## src/rtl/pinport_pkg.sv

```systemverilog
package pinport_pkg;
  localparam int NUM_ARR = 7;

  localparam int IDX_DATA = 1;
  localparam int IDX_MASK = 2;
  localparam int IDX_PULL = 3;
  localparam int IDX_FUNC = 4;
  localparam int IDX_SEL  = 5;
  localparam int IDX_DIR  = 6;
  localparam int IDX_TRIG = 7;

  localparam logic [3:0] GRP_PIN  = 4'h0;
  localparam logic [3:0] GRP_FLAG = 4'h8;

  typedef enum logic [1:0] {
    OP_READ = 2'd0,
    OP_SET  = 2'd1,
    OP_CLR  = 2'd2,
    OP_NONE = 2'd3
  } aliasOp_e;

  typedef enum logic [1:0] {
    SRC_ZERO = 2'd0,
    SRC_PIN  = 2'd1,
    SRC_ARR  = 2'd2,
    SRC_FLAG = 2'd3
  } rdSrc_e;

  typedef struct packed {
    logic [NUM_ARR:1] setStb;
    logic [NUM_ARR:1] clrStb;
    rdSrc_e           rdSrc;
    logic [2:0]       rdIdx;
  } regStrobe_t;
endpackage

```

## src/rtl/pinport_decode.sv

```systemverilog
module pinport_decode
  import pinport_pkg::*;
#(
  parameter int ADDR_W = 8
) (
  input  logic [ADDR_W-1:0] busAddr,
  input  logic              busWe,
  output regStrobe_t        stb
);
  logic [3:0] grp;
  aliasOp_e   op;
  logic       hiClear;

  assign grp     = busAddr[7:4];
  assign op      = aliasOp_e'(busAddr[3:2]);
  assign hiClear = (busAddr >> 8) == '0;

  always_comb begin
    stb        = '0;
    stb.rdSrc  = SRC_ZERO;
    stb.rdIdx  = grp[2:0];
    if (hiClear) begin
      if (grp == GRP_PIN) begin
        stb.rdSrc = SRC_PIN;
      end else if (grp == GRP_FLAG) begin
        stb.rdSrc = SRC_FLAG;
      end else begin
        for (int i = 1; i <= NUM_ARR; i++) begin
          if (grp == 4'(i) && op != OP_NONE) begin
            stb.rdSrc = SRC_ARR;
            if (busWe && op == OP_SET) stb.setStb[i] = 1'b1;
            if (busWe && op == OP_CLR) stb.clrStb[i] = 1'b1;
          end
        end
      end
    end
  end
endmodule

```

## src/rtl/pinport_regs.sv

```systemverilog
module pinport_regs
  import pinport_pkg::*;
#(
  parameter int NPINS = 32,
  parameter int DW    = 32
) (
  input  logic             clk,
  input  logic             rst,
  input  regStrobe_t       stb,
  input  logic [DW-1:0]    wdata,
  input  logic [NPINS-1:0] padIn,
  input  logic [NPINS-1:0] pendIn,
  output logic [DW-1:0]    rdata,
  output logic [NPINS-1:0] dataQ,
  output logic [NPINS-1:0] maskQ,
  output logic [NPINS-1:0] pullQ,
  output logic [NPINS-1:0] funcQ,
  output logic [NPINS-1:0] selQ,
  output logic [NPINS-1:0] dirQ,
  output logic [NPINS-1:0] trigQ
);
  localparam logic [NPINS-1:0] ONES  = '1;
  localparam logic [NPINS-1:0] ZEROS = '0;

  logic [NUM_ARR:1][NPINS-1:0] arrQ;
  logic [NPINS-1:0]            syncA;
  logic [NPINS-1:0]            syncB;
  logic [NPINS-1:0]            wBits;

  assign wBits = wdata[NPINS-1:0];

  function automatic logic [NPINS-1:0] resetWord(int idx);
    return (idx == IDX_MASK || idx == IDX_PULL) ? ONES : ZEROS;
  endfunction

  always_ff @(posedge clk or posedge rst) begin
    if (rst) begin
      for (int i = 1; i <= NUM_ARR; i++) arrQ[i] <= resetWord(i);
    end else begin
      for (int i = 1; i <= NUM_ARR; i++) begin
        if (stb.setStb[i])      arrQ[i] <= arrQ[i] | wBits;
        else if (stb.clrStb[i]) arrQ[i] <= arrQ[i] & ~wBits;
      end
    end
  end

  always_ff @(posedge clk or posedge rst) begin
    if (rst) begin
      syncA <= '0;
      syncB <= '0;
    end else begin
      syncA <= padIn;
      syncB <= syncA;
    end
  end

  always_comb begin
    rdata = '0;
    unique case (stb.rdSrc)
      SRC_PIN:  rdata = DW'(syncB);
      SRC_FLAG: rdata = DW'(pendIn);
      SRC_ARR: begin
        for (int i = 1; i <= NUM_ARR; i++)
          if (stb.rdIdx == 3'(i)) rdata = DW'(arrQ[i]);
      end
      default:  rdata = '0;
    endcase
  end

  assign dataQ = arrQ[IDX_DATA];
  assign maskQ = arrQ[IDX_MASK];
  assign pullQ = arrQ[IDX_PULL];
  assign funcQ = arrQ[IDX_FUNC];
  assign selQ  = arrQ[IDX_SEL];
  assign dirQ  = arrQ[IDX_DIR];
  assign trigQ = arrQ[IDX_TRIG];
endmodule

```

## src/rtl/pinport_padmux.sv

```systemverilog
module pinport_padmux #(
  parameter int NPINS = 32
) (
  input  logic [NPINS-1:0]   dataQ,
  input  logic [NPINS-1:0]   pullQ,
  input  logic [NPINS-1:0]   funcQ,
  input  logic [NPINS-1:0]   selQ,
  input  logic [NPINS-1:0]   dirQ,
  input  logic [NPINS-1:0]   trigQ,
  output logic [NPINS-1:0]   padOut,
  output logic [NPINS-1:0]   padOe,
  output logic [NPINS-1:0]   pullUpEn,
  output logic [2*NPINS-1:0] altCode
);
  for (genvar p = 0; p < NPINS; p++) begin : gPin
    assign padOut[p]   = dataQ[p];
    assign padOe[p]    = dirQ[p] & ~funcQ[p];
    assign pullUpEn[p] = ~pullQ[p];
    assign altCode[2*p+1 -: 2] = funcQ[p] ? {selQ[p], ~selQ[p] | trigQ[p]} : 2'b00;
  end
endmodule

```

## src/rtl/pin_port_ctrl.sv

```systemverilog
module pin_port_ctrl
  import pinport_pkg::*;
#(
  parameter int NPINS  = 32,
  parameter int DW     = 32,
  parameter int ADDR_W = 8
) (
  input  logic                clk,
  input  logic                rst,
  input  logic [ADDR_W-1:0]   busAddr,
  input  logic                busWe,
  input  logic [DW-1:0]       busWdata,
  output logic [DW-1:0]       busRdata,
  input  logic [NPINS-1:0]    padIn,
  input  logic [NPINS-1:0]    pendIn,
  output logic [NPINS-1:0]    padOut,
  output logic [NPINS-1:0]    padOe,
  output logic [NPINS-1:0]    pullUpEn,
  output logic [2*NPINS-1:0]  altCode,
  output logic [NPINS-1:0]    irqMask
);
  regStrobe_t       stb;
  logic [NPINS-1:0] dataQ, pullQ, funcQ, selQ, dirQ, trigQ;

  pinport_decode #(.ADDR_W(ADDR_W)) uDecode (
    .busAddr (busAddr),
    .busWe   (busWe),
    .stb     (stb)
  );

  pinport_regs #(.NPINS(NPINS), .DW(DW)) uRegs (
    .clk    (clk),
    .rst    (rst),
    .stb    (stb),
    .wdata  (busWdata),
    .padIn  (padIn),
    .pendIn (pendIn),
    .rdata  (busRdata),
    .dataQ  (dataQ),
    .maskQ  (irqMask),
    .pullQ  (pullQ),
    .funcQ  (funcQ),
    .selQ   (selQ),
    .dirQ   (dirQ),
    .trigQ  (trigQ)
  );

  pinport_padmux #(.NPINS(NPINS)) uPadmux (
    .dataQ    (dataQ),
    .pullQ    (pullQ),
    .funcQ    (funcQ),
    .selQ     (selQ),
    .dirQ     (dirQ),
    .trigQ    (trigQ),
    .padOut   (padOut),
    .padOe    (padOe),
    .pullUpEn (pullUpEn),
    .altCode  (altCode)
  );
endmodule

```

## config.mk

```make
export PLATFORM = sky130hd
export DESIGN_NAME = pin_port_ctrl
export DESIGN_NICKNAME = d
export VERILOG_FILES = /design/src/rtl/pinport_pkg.sv /design/src/rtl/pinport_decode.sv /design/src/rtl/pinport_regs.sv /design/src/rtl/pinport_padmux.sv /design/src/rtl/pin_port_ctrl.sv
export SDC_FILE = /design/constraint.sdc
export NUM_CORES = 1
export LEC_CHECK = 0
export ABC_AREA = 1
export BUFFER_PORTS_ARGS = -buffer_cell sky130_fd_sc_hd__buf_4
export CAP_MARGIN = 20
export CORE_MARGIN = 2
export CORE_UTILIZATION = 55
export CTS_BUF_LIST = sky130_fd_sc_hd__clkbuf_8 sky130_fd_sc_hd__clkbuf_16
export DETAILED_ROUTE_END_ITERATION = 10
export PLACE_DENSITY = 0.91
export RECOVER_POWER = 100
export SLEW_MARGIN = 20
export SYNTH_ARGS = -nofsm -noshare
export SYNTH_HDL_FRONTEND = slang
export SYNTH_SLANG_ARGS = --single-unit
```

## constraint.sdc

```tcl
create_clock -name clk -period 33.1 [get_ports clk]
set_input_delay 9.93 -clock clk [delete_from_list [all_inputs] [get_ports clk]]
set_output_delay 9.93 -clock clk [all_outputs]
set_load 0.05 [all_outputs]
```

== Yosys cells after proc, flatten, opt, wreduce, memory -nomap -nowiden ==
Cells that the tools add are included.

* Bits in registers: 288
* Bits of input ports: 107
* Output and inout port bits: 224
* Logic and storage cells: 302

* Eq/ne operators: 21
* Mux-type cells: 80
* Bitwise operators: 175
* Reductions and logical operators: 17

{| class="wikitable"
|+ Operators by type and width
! cell !! number
|-
| 32-bit 2-to-1 mux || 21
|-
| 32-bit AND || 7
|-
| 32-bit OR || 7
|-
| 1-bit NOT || 96
|-
| 32-bit case mux with 3 select lines || 1
|-
| 2-bit 2-to-1 mux || 40
|-
| 1-bit AND || 32
|-
| 32-bit NOT || 1
|-
| 1-bit OR || 32
|-
| 14-bit 2-to-1 mux || 2
|-
| 4-bit by 3-bit equality test with 1-bit output (second input constant) || 4
|-
| 1-bit 2-to-1 mux || 15
|-
| 2-bit nonzero test || 7
|-
| 3-bit equality test (second input constant) || 4
|-
| 1-bit logical AND || 9
|-
| 4-bit by 2-bit equality test with 1-bit output (second input constant) || 2
|-
| 2-bit equality test (second input constant) || 3
|-
| 3-bit by 2-bit equality test with 1-bit output (second input constant) || 2
|-
| 2-bit by 1-bit equality test with 1-bit output (second input constant) || 2
|-
| 4-bit by 1-bit equality test with 1-bit output (second input constant) || 1
|-
| 4-bit equality test (second input constant) || 1
|-
| 4-bit logical NOT || 1
|-
| 3-bit by 1-bit equality test with 1-bit output (second input constant) || 1
|-
| 3-bit 2-to-1 mux || 1
|-
| 2-bit != test (second input constant) || 1
|}

== Longest topological paths before layout ==
Gate-level depths: netlist of the first run.

* Depth in word-level cells: 14
* Mapped depth: 12

== Modules after synthesis ==
A second synthesis of the first run with hierarchy kept.

* Cell total of the unflattened synthesis: 2064
* Area total of the unflattened synthesis: 15085.7 sq um

{| class="wikitable"
|+ Modules (own cells, without submodules)
! module !! instances !! cells each !! area an instance (sq um)
|-
| pinport_regs || 1 || 1727 || 13503.0
|-
| pinport_padmux || 1 || 288 || 1361.3
|-
| pinport_decode || 1 || 49 || 221.5
|}

== Least setup slack after synthesis of the first run ==
Ideal clock, no wire load.

* Path type: input to output
* Start point: in busAddr[4]
* End point: out busRdata[21]
* Data arrival time: 11.326 ns
* Data required time: 23.170 ns
* Path slack: 11.844 ns
* Stages: 12
* Cell sequence: buf_2 inv_1 nand2_2 nor2_1 buf_4 buf_2 nand2_1 nand2_1 nor2_1 nand4_1 nand2_1 nand2_1

* Word-level cells in the longest chain between the ends: 13
* Elaborated cells on any way between the ends: 43

{| class="wikitable"
|+ RTL lines
! element !! line !! text
|-
| start: declaration || pin_port_ctrl.sv:10 || <nowiki>input logic [ADDR_W-1:0] busAddr,</nowiki>
|-
| 4-bit by 1-bit equality test with 1-bit output || pinport_decode.sv:29 || <nowiki>if (grp == 4'(i) && op != OP_NONE) begin</nowiki>
|-
| 1-bit logical AND || pinport_decode.sv:29 ||
|-
| 3-bit 2-to-1 mux || pinport_decode.sv:29 ||
|-
| 2-bit 2-to-1 mux (6 in a row) || pinport_decode.sv:29 ||
|-
| 2-bit 2-to-1 mux || pinport_decode.sv:25 || <nowiki>end else if (grp == GRP_FLAG) begin</nowiki>
|-
| 2-bit 2-to-1 mux || pinport_decode.sv:23 || <nowiki>if (grp == GRP_PIN) begin</nowiki>
|-
| 2-bit equality test / 2-bit by 1-bit equality test with 1-bit output (equally long branches) || pinport_regs.sv:59 || <nowiki>unique case (stb.rdSrc)</nowiki>
|-
| 32-bit case mux with 3 select lines (*) || pinport_regs.sv:59 ||
|-
| end: declaration || pin_port_ctrl.sv:13 || <nowiki>output logic [DW-1:0] busRdata,</nowiki>
|}

Mark *: on every way between the ends. The rest lies on a longest branch, timed or not.

== Worst setup path in the final report of the first run ==
* Start point: in busAddr[6]
* End point: out busRdata[24]

The elaborated chain is that of the path after synthesis.

==> results of run 1 <==
cell families (layout without fill, tap and decap cells):
logic type	Yosys count	count (layout)	share of synthesized area (%)
DFF	288	288	51.99
AOI/OAI and AO/OA	388	388	14.78
and+or+nand+nor	804	804	23.38
other	0	3	0
buffers and inverters	348	671	9.855
cell type report:
cell class	count	area, um2
Antenna cell	3	7.507
Clock buffer	38	872.1
Clock inverter	20	220.2
Fill cell	2107	8217
Inverter	269	1011
Multi-Input combinational cell	1192	5328
Sequential cell	288	7287
Tap cell	330	412.9
Timing Repair Buffer	344	1754
metal layers:
layer,vias to the layer above,track usage (%),wire length [um]
li1,6328,-,-
met1,6675,43.83,17180
met2,1059,56.65,22580
met3,226,9.396,6115
met4,0,20.14,2574
met5,-,0,0
stage by stage:
stage	hold WS, ns	setup slack [ns]	cell area [um2]	std cells	total power, W
finish	0.3437	7.543	16890	2484	0.0009825
CTS	0.3480	10.82	17780	2479	0.001006
floorplan	0.3312	11.84	14020	1828	0.0005666
detailed placement	0.3355	10.84	16690	2421	0.0006444
global route	0.3531	7.430	16890	2482	0.001017
global placement	0.3316	10.90	16670	2420	0.0006373
how the worst min path moves through the flow:
| stage | endpoint | cells past startpoint |
|---|---|---|
| finish | uRegs.syncB[6] | 0 |
| global route | uRegs.syncB[17] | 0 |
| CTS | uRegs.syncB[9] | 0 |
| detailed placement | uRegs.syncB[15] | 0 |
| global placement | uRegs.syncB[17] | 0 |
| floorplan | uRegs.syncB[0] | 0 |
cell usage in the layout (no fill, tap or decap):
cell	netlist	layout
clkbuf_1	21	228
buf_4	1	80
clkbuf_16	0	31
o211ai_1	4	4
nand3_2	6	2
nor4_4	5	5
buf_6	0	2
inv_2	5	4
clkbuf_8	0	7
bufinv_16	0	4
clkbuf_4	0	33
clkinv_2	0	4
nand3_1	10	14
inv_16	0	1
o21ai_0	64	245
dfrtp_1	224	224
nand2_2	5	5
and3_1	1	1
a21oi_1	64	64
nor2_2	4	1
a21boi_0	32	32
inv_1	264	270
nor3_4	0	1
nor2_4	1	1
o21ai_1	192	11
clkinvlp_4	0	5
o22ai_1	32	32
nor2_1	95	98
and2_1	1	1
buf_16	0	1
nand4_1	32	32
clkinvlp_2	0	1
nand2_1	643	643
diode_2	0	3
dfstp_2	64	64
where the power goes:
group / switching (W) / leakage [nW] / internal, W
logic: 0.000161 / 4.59 / 0.0000410
registers: 0.0000251 / 3.57 / 0.000391
clock network: 0.000146 / 0.547 / 0.000218
==> flow_summary.ini, run 1 <==
[min_path]
hold_class = flop to flop
hold_start = uRegs.syncA[6]

[critical_path]
endpoint_kind = output port
path_delay_family = buffers and inverters
cp_max_fo = 34
regToRegSetupSlack_ns = 32.16
cp-startpoint = busAddr[6]
crit_arrival_ns = 15.63
critPathLaunchType = input port
cp-endpoint = busRdata[24]
cp_num_cells = 9
critical_path.slowest_cell = nor2_1
criticalPathCategory = input port to output port
critPathRequiredTime_ns = 23.17
cpPeakStageDelay_ns = 2.07
r2r_cells = 2
crit_chain = clkbuf_1, inv_1, nor2_1, clkbuf_1, a21oi_1, nand4_1, nand2_1, nand2_1, clkbuf_1
worst_path_most_repeated_cell = clkbuf_1
path_buf_inv = 4

[clock_tree]
cts_hold_buffers = 0
clkLatencyLatePin_ns = 0.58
htree_levels = 1
cts_max_path_buffers = 3
path_clk_slew_ns = 0.06
cts-root-buf = clkbuf_16
post_cts_buffers = 0
post_cts_resized = 0
cts_sinks = 288
cts_made_buffers = 31
cts_tree = yes

[routing]
first_pass_iters = 6
ant_nets = 0
vias = 14290
wirelength_um = 48440
drtIter0Drc = 1743
routed_via_density = 5.752
drc = 0
routedWlPerCell_um = 19.50

[layout]
finish.utilization_pct = 67.28
nNetsFinal = 2233
drive_gt1_share_pct = 11.72
area_growth_pct = 20.51

[synthesis]
synth-async-reset-ratio_pct = 100.0
synthTopCellsByCount = nand2_1, inv_1, dfrtp_1
synth_area_per_cell_um2 = 7.668
yosys_register_bits = 288
synthCells = 1828
synth_area_leaders = dfrtp_1, nand2_1, dfstp_2
yosysSeqAreaShare_pct = 51.99
synth.most_common_cell = nand2_1
synth.distinct_cells = 25
netlist_area_mm2 = 0.01402
yosysWarnings = 0
synth_top_area_share_pct = 39.99
ys.flop_type = dfrtp_1
synth_edf_count = 0
yosysTopAreaCell = dfrtp_1
synth_nets = 1935

[floorplanning]
core_mm2 = 0.02511
dieWidth_um = 163.6
initial_utilization_pct = 55.83
ioPinCount = 331
row_count = 58
die_h_um = 163.6
die_area_mm2 = 0.02678

[run_status]
violations = capacitance limit, slew limit
outcome = finished, violations left

[sta]
setup_viol_count_final = 0
relSlewSlack_pct = -313.2
period_minus_slack_ns = 25.56
worst_clock_skew_ns = 0.01510
worst_slew_pin_slew_ns = 6.164
finalMaxSlewViolations = 671
fin_tns_setup_ns = 0
fin_crit_sh_pct = 77.21
rsz0062_at_grt = false
max_freq_mhz = 39.13
hold_viol_final = 0

[global_routing]
grt_pass1_vias = 14070
grt_usage_pct = 35.51
grt_pass1_wl_um = 73620
antenna_found_initial = 2
overflow = 0
grt_max_degree = 143

[pwr]
p_per_area_mw_per_mm2 = 58.16
p_leak_nw = 8.706
worst_ir_drop_vdd_mv = 0.04800

[flow_run]
maxCapViolCount = 15

[place]
gp_congestion = 0.8839
hpwlAfterDp_um = 30160
numPortBuffers = 328
Note: power is estimated with default switching activity, not from simulation.
==> inputs of run 2 (changes only) <==
--- a/config.mk
+++ b/config.mk
@@ -5,7 +5,7 @@
 export SDC_FILE = /design/constraint.sdc
 export NUM_CORES = 1
 export LEC_CHECK = 0
-export ABC_AREA = 1
+export ABC_AREA = 0
 export BUFFER_PORTS_ARGS = -buffer_cell sky130_fd_sc_hd__buf_4
 export CAP_MARGIN = 20
 export CORE_MARGIN = 2
==> constraint.sdc (replaced) <==
create_clock -name clk -period 26.1 [get_ports clk]
set_input_delay 7.83 -clock clk [delete_from_list [all_inputs] [get_ports clk]]
set_output_delay 7.83 -clock clk [all_outputs]
set_load 0.05 [all_outputs]
==> run 2 against run 1 <==
Net effect:
- the flow still finishes with violations (capacitance limit, slew limit)
- clock power grew 36%
- clock skew is 0.0090 ns lower
- register-to-register slack worse by 6.9 ns
- critical path type unchanged
- largest cell class unchanged
==> flow_summary.ini, run 2 <==
[place]
dp.cells = 1971
gp_congestion = 0.8385
dp_slack_ns = 7.417
hpwlAfterDp_um = 29380
postPlaceCellArea_mm2 = 0.01666
numPortBuffers = 328

[critical_path]
crit_chain = clkbuf_1, clkbuf_1, nand3_2, o221ai_1, o21ai_1, clkbuf_1
crit_arrival_ns = 14.37
endpoint_kind = output port
critical_path.slowest_cell = clkbuf_1
cpPeakStageDelay_ns = 2.14
cp_max_fo = 56
critPathLaunchType = input port
criticalPathCategory = input port to output port
worst_path_most_repeated_cell = clkbuf_1
cp_num_cells = 6
path_delay_family = buffers and inverters
path_buf_inv = 3
critPathRequiredTime_ns = 18.27
r2r_cells = 2

[layout]
final_cell_mix = o21ai_0, dfrtp_1, clkbuf_1, nand2_1, a22o_1
final_cell_area_mm2 = 0.01699
layout_commonest_cell = o21ai_0
area_growth_pct = 17.61
diodes = 0
drive_gt1_share_pct = 16.14
finish.utilization_pct = 65.55
stdcell_count = 2033
nNetsFinal = 1779

[synthesis]
yosys_register_bits = 288
synth.distinct_cells = 45
yosysSeqAreaShare_pct = 50.46
ys.flop_type = dfrtp_1
synth_area_leaders = dfrtp_1, dfstp_2, o21ai_0
synth_top_area_share_pct = 38.81
synth-async-reset-ratio_pct = 100.0
synthTopCellsByCount = o21ai_0, dfrtp_1, nand2_1
synth_nets = 1547
synth_edf_count = 0
yosysTopAreaCell = dfrtp_1
synthCells = 1440
synth_area_per_cell_um2 = 10.03
synth.most_common_cell = o21ai_0
yosysWarnings = 0
netlist_area_mm2 = 0.01444

[floorplanning]
core_mm2 = 0.02591
row_count = 59
die_area_mm2 = 0.02757
dieWidth_um = 166.0
die_h_um = 166.0
ioPinCount = 331
initial_utilization_pct = 55.73

[clock_tree]
cts-root-buf = clkbuf_16
cts_made_buffers = 34
cts_hold_buffers = 0
post_cts_resized = 0
path_clk_slew_ns = 0.06
clkLatencyLatePin_ns = 0.50
cts_sinks = 288
cts_max_path_buffers = 3
post_cts_buffers = 0
htree_levels = 2
cts_tree = yes

[sta]
worst_slew_pin_slew_ns = 5.410
rsz0062_at_grt = false
setup_slack_ns = 3.901
setup_viol_count_final = 0
period_minus_slack_ns = 22.20
fin_crit_sh_pct = 85.05
max_freq_mhz = 45.05
hold_viol_final = 0
relSlewSlack_pct = -262.7
worst_clock_skew_ns = 0.006125
fin_tns_setup_ns = 0
finalMaxSlewViolations = 564

[global_routing]
grt_max_degree = 126
overflow = 0
busiest_layer = met2
grt_usage_pct = 34.98
grtUsageMet3_pct = 7.221
grt_pass1_vias = 13200
antenna_found_initial = 0
gr-usage-met1_pct = 44.13
met2_usage_pct = 57.32
grt_pass1_wl_um = 75330

[min_path]
hold_depth = 0
hold_class = flop to flop

[pwr]
worst_ir_drop_vdd_mv = 0.06341
p_leak_nw = 7.206
p_per_area_mw_per_mm2 = 79.34

[routing]
drtIter0Drc = 1874
drc = 0
wirelength_um = 49540
routed_via_density = 6.532
first_pass_iters = 7
vias = 13280
ant_nets = 0
routedWlPerCell_um = 24.37

[run_status]
violations = capacitance limit, slew limit
outcome = finished, violations left

[flow_run]
maxCapViolCount = 10
==> run 2: cell count changes after synthesis, moves of 30 or more <==
| cell | previous run | this run |
|---|---|---|
| nand2_1 | 643 | 187 |
| inv_1 | 264 | 67 |
| o21ai_1 | 192 | 24 |
| o21ai_0 | 64 | 226 |
| a22o_1 | 0 | 128 |
| nor2_1 | 95 | 28 |
| a21oi_1 | 64 | 4 |
| mux2i_1 | 0 | 36 |
| nor2b_1 | 0 | 33 |
| and2_1 | 1 | 33 |
| o22ai_1 | 32 | 2 |
==> run 2: layer usage <==
metal  share of wire [%]  routed length [um]
met5                   0                   0
met4                 5.2                2590
met3                  11                5609
met2                  47               23480
met1                  36               17860
==> run 2: where the power goes <==
part	switching [W]	internal, W
clock	0.000188	0.000306
sequential	0.0000421	0.000502
combinational	0.000225	0.0000836
total	0.000455	0.000892
==> run 2: layout make-up <==
cell class,instances,area [um2]
fillers,2133,8926
clock inverters,21,197.7
clock buffers,41,980.9
multi-input cells,941,6136
inverters,67,252.7
flip-flops and latches,288,7287
repair buffers,340,1712
well taps,335,419.2
==> run 2: logic make-up (layout without fill, tap and decap cells) <==
kind of cell           after synthesis  after routing  synth area share, %
AND/OR/NAND/NOR                    340            340                11.16
flip-flops                         288            288                50.46
AO/OA/AOI/OAI                      533            533                25.36
buffers and inverters              211            469                7.295
XOR/XNOR                             1              1              0.06066
multiplexers                        67             67                5.666
==> run 2: stage by stage <==
step	hold WS (ns)	total power, W
detailed placement	0.3347	0.0008844
CTS	0.3448	0.001376
finish	0.3453	0.001348
floorplan	0.3312	0.0007784
global route	0.3464	0.001393
global placement	0.3323	0.0008738
==> run 2: worst paths after layout <==
path	from	to	slack [ns]
setup / recovery	busAddr[4]	busRdata[16]	3.90
hold / removal	uRegs.syncA[5]	uRegs.syncB[5]	0.35
max in group asynchronous	rst	asynchronous set/reset pin	11.30
min in group asynchronous	rst	uRegs.syncA[30]	9.04
setup reg to reg	flop	flop	25.25
hold reg to reg	uRegs.syncA[5]	uRegs.syncB[5]	0.35
